$ cat config.mk
export PLATFORM = sky130hd
export DESIGN_NAME = vfcap_regs
export DESIGN_NICKNAME = d
export VERILOG_FILES = /design/src/rtl/vfcap_regs.sv
export SDC_FILE = /design/constraint.sdc
export NUM_CORES = 2
export LEC_CHECK = 0
export ABC_AREA = 1
export BUFFER_PORTS_ARGS = -buffer_cell sky130_fd_sc_hd__buf_2
export CAP_MARGIN = 25
export CORE_ASPECT_RATIO = 1.4
export CORE_MARGIN = 2
export CORE_UTILIZATION = 41
export CTS_CLUSTER_SIZE = 12
export DETAILED_ROUTE_END_ITERATION = 8
export GPL_ROUTABILITY_DRIVEN = 0
export PLACE_DENSITY = 0.53
export RECOVER_POWER = 100
export SLEW_MARGIN = 15
export SYNTH_ARGS = -nofsm -noshare
export SYNTH_HDL_FRONTEND = slang
export SYNTH_SLANG_ARGS = --single-unit
export TNS_END_PERCENT = 10
$ cat constraint.sdc
create_clock -name clk -period 5.7 [get_ports clk]
set_clock_uncertainty 0.15 [all_clocks]
set_input_delay 1.14 -clock clk [delete_from_list [all_inputs] [get_ports clk]]
set_output_delay 1.14 -clock clk [all_outputs]
set_load 0.03 [all_outputs]
$ cat src/rtl/vfcap_regs.sv
module vfcap_regs #(
  parameter int          AW      = 5,
  parameter int          NBAR    = 6,
  parameter int          CTL_W   = 5,
  parameter logic [31:0] HDR_RST = 32'h29C10010,
  parameter logic [31:0] CAP_RST = 32'h00000006,
  parameter logic [31:0] CNT_RST = 32'h01000100,
  parameter logic [31:0] SOS_RST = 32'h01000100,
  parameter logic [31:0] DID_RST = 32'h11720000,
  parameter logic [31:0] PGS_RST = 32'h00000553,
  parameter logic [31:0] SPS_RST = 32'h00000001
) (
  input  logic             clk,
  input  logic             rst_n,
  input  logic [AW-1:0]    reg_addr,
  input  logic             reg_we,
  input  logic [3:0]       reg_be,
  input  logic [31:0]      reg_wdata,
  input  logic             reg_alt,
  output logic [31:0]      reg_rdata,
  output logic [CTL_W-1:0] ctl_bits,
  output logic [15:0]      active_numvfs
);
  localparam int          ARI_BIT  = 4;
  localparam int          BAR_IDX  = 9;
  localparam logic [31:0] TYPE_LCK = 32'h0000000F;
  localparam logic [31:0] NV_LCK   = 32'hFF000000;
  localparam logic [31:0] CTL_LCK  = ~((32'd1 << CTL_W) - 32'd1);
  localparam logic [AW-1:0] A_HDR = AW'(0);
  localparam logic [AW-1:0] A_CAP = AW'(1);
  localparam logic [AW-1:0] A_CTL = AW'(2);
  localparam logic [AW-1:0] A_CNT = AW'(3);
  localparam logic [AW-1:0] A_NUM = AW'(4);
  localparam logic [AW-1:0] A_SOS = AW'(5);
  localparam logic [AW-1:0] A_DID = AW'(6);
  localparam logic [AW-1:0] A_PGS = AW'(7);
  localparam logic [AW-1:0] A_SPS = AW'(8);
  localparam logic [AW-1:0] A_MIG = AW'(BAR_IDX + NBAR);

  logic [31:0]      hdr_q, caps_q, cnt_q, sos_q, did_q, pgs_q, sps_q, mig_q;
  logic [CTL_W-1:0] ctl_q;
  logic [31:0]      nv_q  [2];
  logic [31:0]      bar_q [NBAR];
  logic [31:0]      msk_q [NBAR];
  logic [15:0]      act_q;
  logic             ari;

  function automatic logic [31:0] merge(input logic [31:0] old, input logic [31:0] d,
                                        input logic [3:0] be, input logic [31:0] lock);
    logic [31:0] m;
    m = {{8{be[3]}}, {8{be[2]}}, {8{be[1]}}, {8{be[0]}}} & ~lock;
    return (old & ~m) | (d & m);
  endfunction

  assign ari           = ctl_q[ARI_BIT];
  assign ctl_bits      = ctl_q;
  assign active_numvfs = act_q;

  always_ff @(posedge clk) begin
    if (!rst_n) begin
      hdr_q <= HDR_RST;  caps_q <= CAP_RST;  cnt_q <= CNT_RST;  sos_q <= SOS_RST;
      did_q <= DID_RST;  pgs_q  <= PGS_RST;  sps_q <= SPS_RST;  mig_q <= '0;
      ctl_q <= '0;  nv_q[0] <= '0;  nv_q[1] <= '0;  act_q <= '0;
      for (int i = 0; i < NBAR; i++) begin
        bar_q[i] <= '0;
        msk_q[i] <= '0;
      end
    end else begin
      act_q <= nv_q[ari][15:0];
      if (reg_we) begin
        case (reg_addr)
          A_HDR: if (reg_alt) hdr_q  <= merge(hdr_q,  reg_wdata, reg_be, '0);
          A_CAP: if (reg_alt) caps_q <= merge(caps_q, reg_wdata, reg_be, '0);
          A_CTL: ctl_q <= CTL_W'(merge(32'(ctl_q), reg_wdata, reg_be, CTL_LCK));
          A_CNT: if (reg_alt) cnt_q  <= merge(cnt_q,  reg_wdata, reg_be, '0);
          A_NUM: nv_q[ari ^ reg_alt] <= merge(nv_q[ari ^ reg_alt], reg_wdata, reg_be, NV_LCK);
          A_SOS: if (reg_alt) sos_q  <= merge(sos_q,  reg_wdata, reg_be, '0);
          A_DID: if (reg_alt) did_q  <= merge(did_q,  reg_wdata, reg_be, '0);
          A_PGS: if (reg_alt) pgs_q  <= merge(pgs_q,  reg_wdata, reg_be, '0);
          A_SPS: sps_q <= merge(sps_q, reg_wdata, reg_be, '0);
          A_MIG: if (caps_q[0]) mig_q <= merge(mig_q, reg_wdata, reg_be, '0);
          default: ;
        endcase
        for (int i = 0; i < NBAR; i++) begin
          if (reg_addr == AW'(BAR_IDX + i)) begin
            if (reg_alt) msk_q[i] <= merge(msk_q[i], reg_wdata, reg_be, '0);
            else         bar_q[i] <= merge(bar_q[i], reg_wdata, reg_be, msk_q[i] | TYPE_LCK);
          end
        end
      end
    end
  end

  always_comb begin
    reg_rdata = '0;
    case (reg_addr)
      A_HDR: reg_rdata = hdr_q;
      A_CAP: reg_rdata = caps_q;
      A_CTL: reg_rdata = 32'(ctl_q);
      A_CNT: reg_rdata = cnt_q;
      A_NUM: reg_rdata = nv_q[ari];
      A_SOS: reg_rdata = sos_q;
      A_DID: reg_rdata = did_q;
      A_PGS: reg_rdata = pgs_q;
      A_SPS: reg_rdata = sps_q;
      A_MIG: reg_rdata = caps_q[0] ? mig_q : '0;
      default: ;
    endcase
    for (int i = 0; i < NBAR; i++) begin
      if (reg_addr == AW'(BAR_IDX + i))
        reg_rdata = reg_alt ? msk_q[i] : (bar_q[i] & ~msk_q[i]);
    end
  end
endmodule


==> metrics.cfg <==
[status]
outcome = finished, violations left
violations = max-capacitance violations, max-slew violations

[global_routing]
grt_use_met2_pct = 45.34
grt_pass1_wl_um = 178900
grt_overflow = 0
grt_use_total_pct = 26.64
met1_usage_pct = 35.69
antenna_found_initial = 2
grt-busiest-layer = met2
grt_pass1_vias = 28590
grt_max_degree = 96
grt_util_met3_pct = 3.123

[setup_path]
ff2ff_setup_slack_ns = 1.49
endpoint = reg_rdata[15]
reg2reg_from = ctl_bits[4]
critPathMaxFanout = 36
r2r-end = nv_q[0][9]
worstSetupStartpoint = reg_addr[1]
cp-end-kind = primary output
reg2regPathDepth = 6
start_kind = primary input
critPathArrivalTime_ns = 4.03
worstSetupPathType = primary input to primary output
required_ns = 4.41

[logic_synthesis]
synth.area.top_cells = edfxtp_1 (36%), dfxtp_1 (16%), a21oi_1 (10%), nor2_1 (8.6%), nand2_1 (7.2%)
syn_nets = 4568
synth_commonest_cells = nor2_1 (806), a21oi_1 (706), nand2_1 (677)
yosysWarnings = 0
synth_cells = 4523
avgSynthCellArea_um2 = 7.753
ys_types = 33
synth_edf_count = 424
synthFlopType = edfxtp_1
yosysTopAreaCell = edfxtp_1
yosys.area.top_type_share_pct = 36.31
synth_most_common_cell = nor2_1
netlist_area_um2 = 35070
yosysSeqAreaShare_pct = 52.18
yosys_register_bits = 702
synthArstFlopShare_pct = 0

[sta]
worst_pin_slew_ns = 3.510
finalMaxSlewViolations = 759
setup_violations = 0
tns_ns = 0
timing.fmax_mhz = 188.1
fin_crit_ns = 5.315
finalHoldViolCount = 0
relSlewSlack_pct = -135.3
rsz0062_at_grt = no
min_period_over_period_pct = 93.25

[clock_tree]
clock_latency_ns = 0.64
postCtsHoldBufs = 0
cts_setup_buffers = 0
cts_resized = 0
cts_tree = built
cts_buffers = 76
clockBufferDepth = 3
h-tree-depth = 3
clkSlewWorstSetupHoldPaths_ns = 0.06
clock-sinks = 702
clock-root-buffer = clkbuf_16

[drt]
drt_iter0_drc = 2519
antenna_left = 0
drt-pass1-iter-count = 6
drc = 0
vias = 31060
via_per_inst = 5.502
wl_um = 119000
wire_per_inst_um = 21.09

[cells_and_area]
area_delta_synth_final_pct = 10.07
stdcell_area_um2 = 38600
drive_above_1_share_pct = 5.556
layout.nets = 4541

[power_and_ir_drop]
finalPower_mw = 11.21
p_leak_nw = 14.72
ir_drop_v = 0.0002157
power-per-cell-area_nw_per_um2 = 290.5

[floorplan]
rows = 126
coreArea_um2 = 84500
io_pins = 98
die_x_um = 251.2
start_util_pct = 41.50
die_y_um = 350.0
dieArea_um2 = 87920

[place]
hpwlAfterDp_um = 76460
place_area_um2 = 36600
port-buffer-count = 97

[worst_hold_path]
hold_path_class = register to register

[run]
maxCapViolations = 25

-- placed cells by master (no fill, tap or decap), drive strengths merged --
master    Yosys  layout
nand3       287     287
o22ai        16      16
clkbuf      204     176
nor3        115     115
o221ai        4       4
dfxtp       278     278
nand3b        5       5
clkinv        9      32
diode         0       2
or2           1       1
clkinvlp      0       1
o21ai       273     273
nand4       103     103
bufinv        0       1
buf          71     106
a31oi         1       1
edfxtp      424     424
o211ai       21      21
nor2        834     834
a221o         1       1
inv         488     487
nand2       682     682
a21oi       706     706
-- worst max-delay path, stage by stage --
cell     delay, ns
buf_2         0.19
nand2_1       0.19
nor2_8        0.55
nand3_1       0.18
buf_4         0.23
inv_1         0.70
buf_4         0.30
a21oi_1       0.09
inv_1         0.06
nor2_1        0.04
nand4_1       0.09
buf_2         0.21
-- layout make-up --
cell class	instances	area, µm²
Antenna cell	2	5.005
Clock buffer	112	2186
Clock inverter	24	135.1
Fill cell	8599	45900
Inverter	497	1872
Multi-Input combinational cell	3049	13790
Sequential cell	702	18300
Tap cell	1088	1361
Timing Repair Buffer	170	954.7
-- where the power goes --
group          leakage (nW)  internal [mW]  switching [mW]  total, mW
sequential             6.62           5.50          0.0699       5.57
clock                  1.14           2.70            2.13       4.83
combinational          6.96          0.170           0.652      0.822
total                  14.7           8.36            2.85       11.2
-- cell families after synthesis --
logic type	Yosys count	share of synthesized area (%)
AO/OA/AOI/OAI	1022	14.85
AND/OR/NAND/NOR	2027	24.48
flip-flops	702	52.18
buffers and inverters	772	8.492
-- per-stage QoR --
step / hold slack, ns / std cells / setup slack (ns) / util [%]
after floorplan: 0.2745 / 4523 / 1.028 / -
after global placement: 0.2842 / 5506 / 0.6583 / 43.31
after detailed placement: 0.2908 / 5506 / 0.6738 / 43.31
after CTS: 0.3005 / 5642 / 0.6651 / 46.06
after global routing: 0.3165 / 5643 / 0.2506 / 45.68
final: 0.2971 / 5644 / 0.3849 / 45.68
-- layer usage --
layer	vias to the layer above	part of all wire, %
li1	15030	-
met1	14910	44
met2	966	48
met3	148	6.2
met4	0	2.2
met5	-	0
-- how the worst min path moves through the flow --
stage / start / to / slack [ns] / depth (start not counted)
floorplan: register / register / 0.27 / 2
global placement: register / register / 0.28 / 2
detailed placement: register / register / 0.29 / 2
CTS: register / register / 0.30 / 2
global route: register / register / 0.32 / 2
finish: register / register / 0.30 / 2
Note: power is estimated with default switching activity, not from simulation.
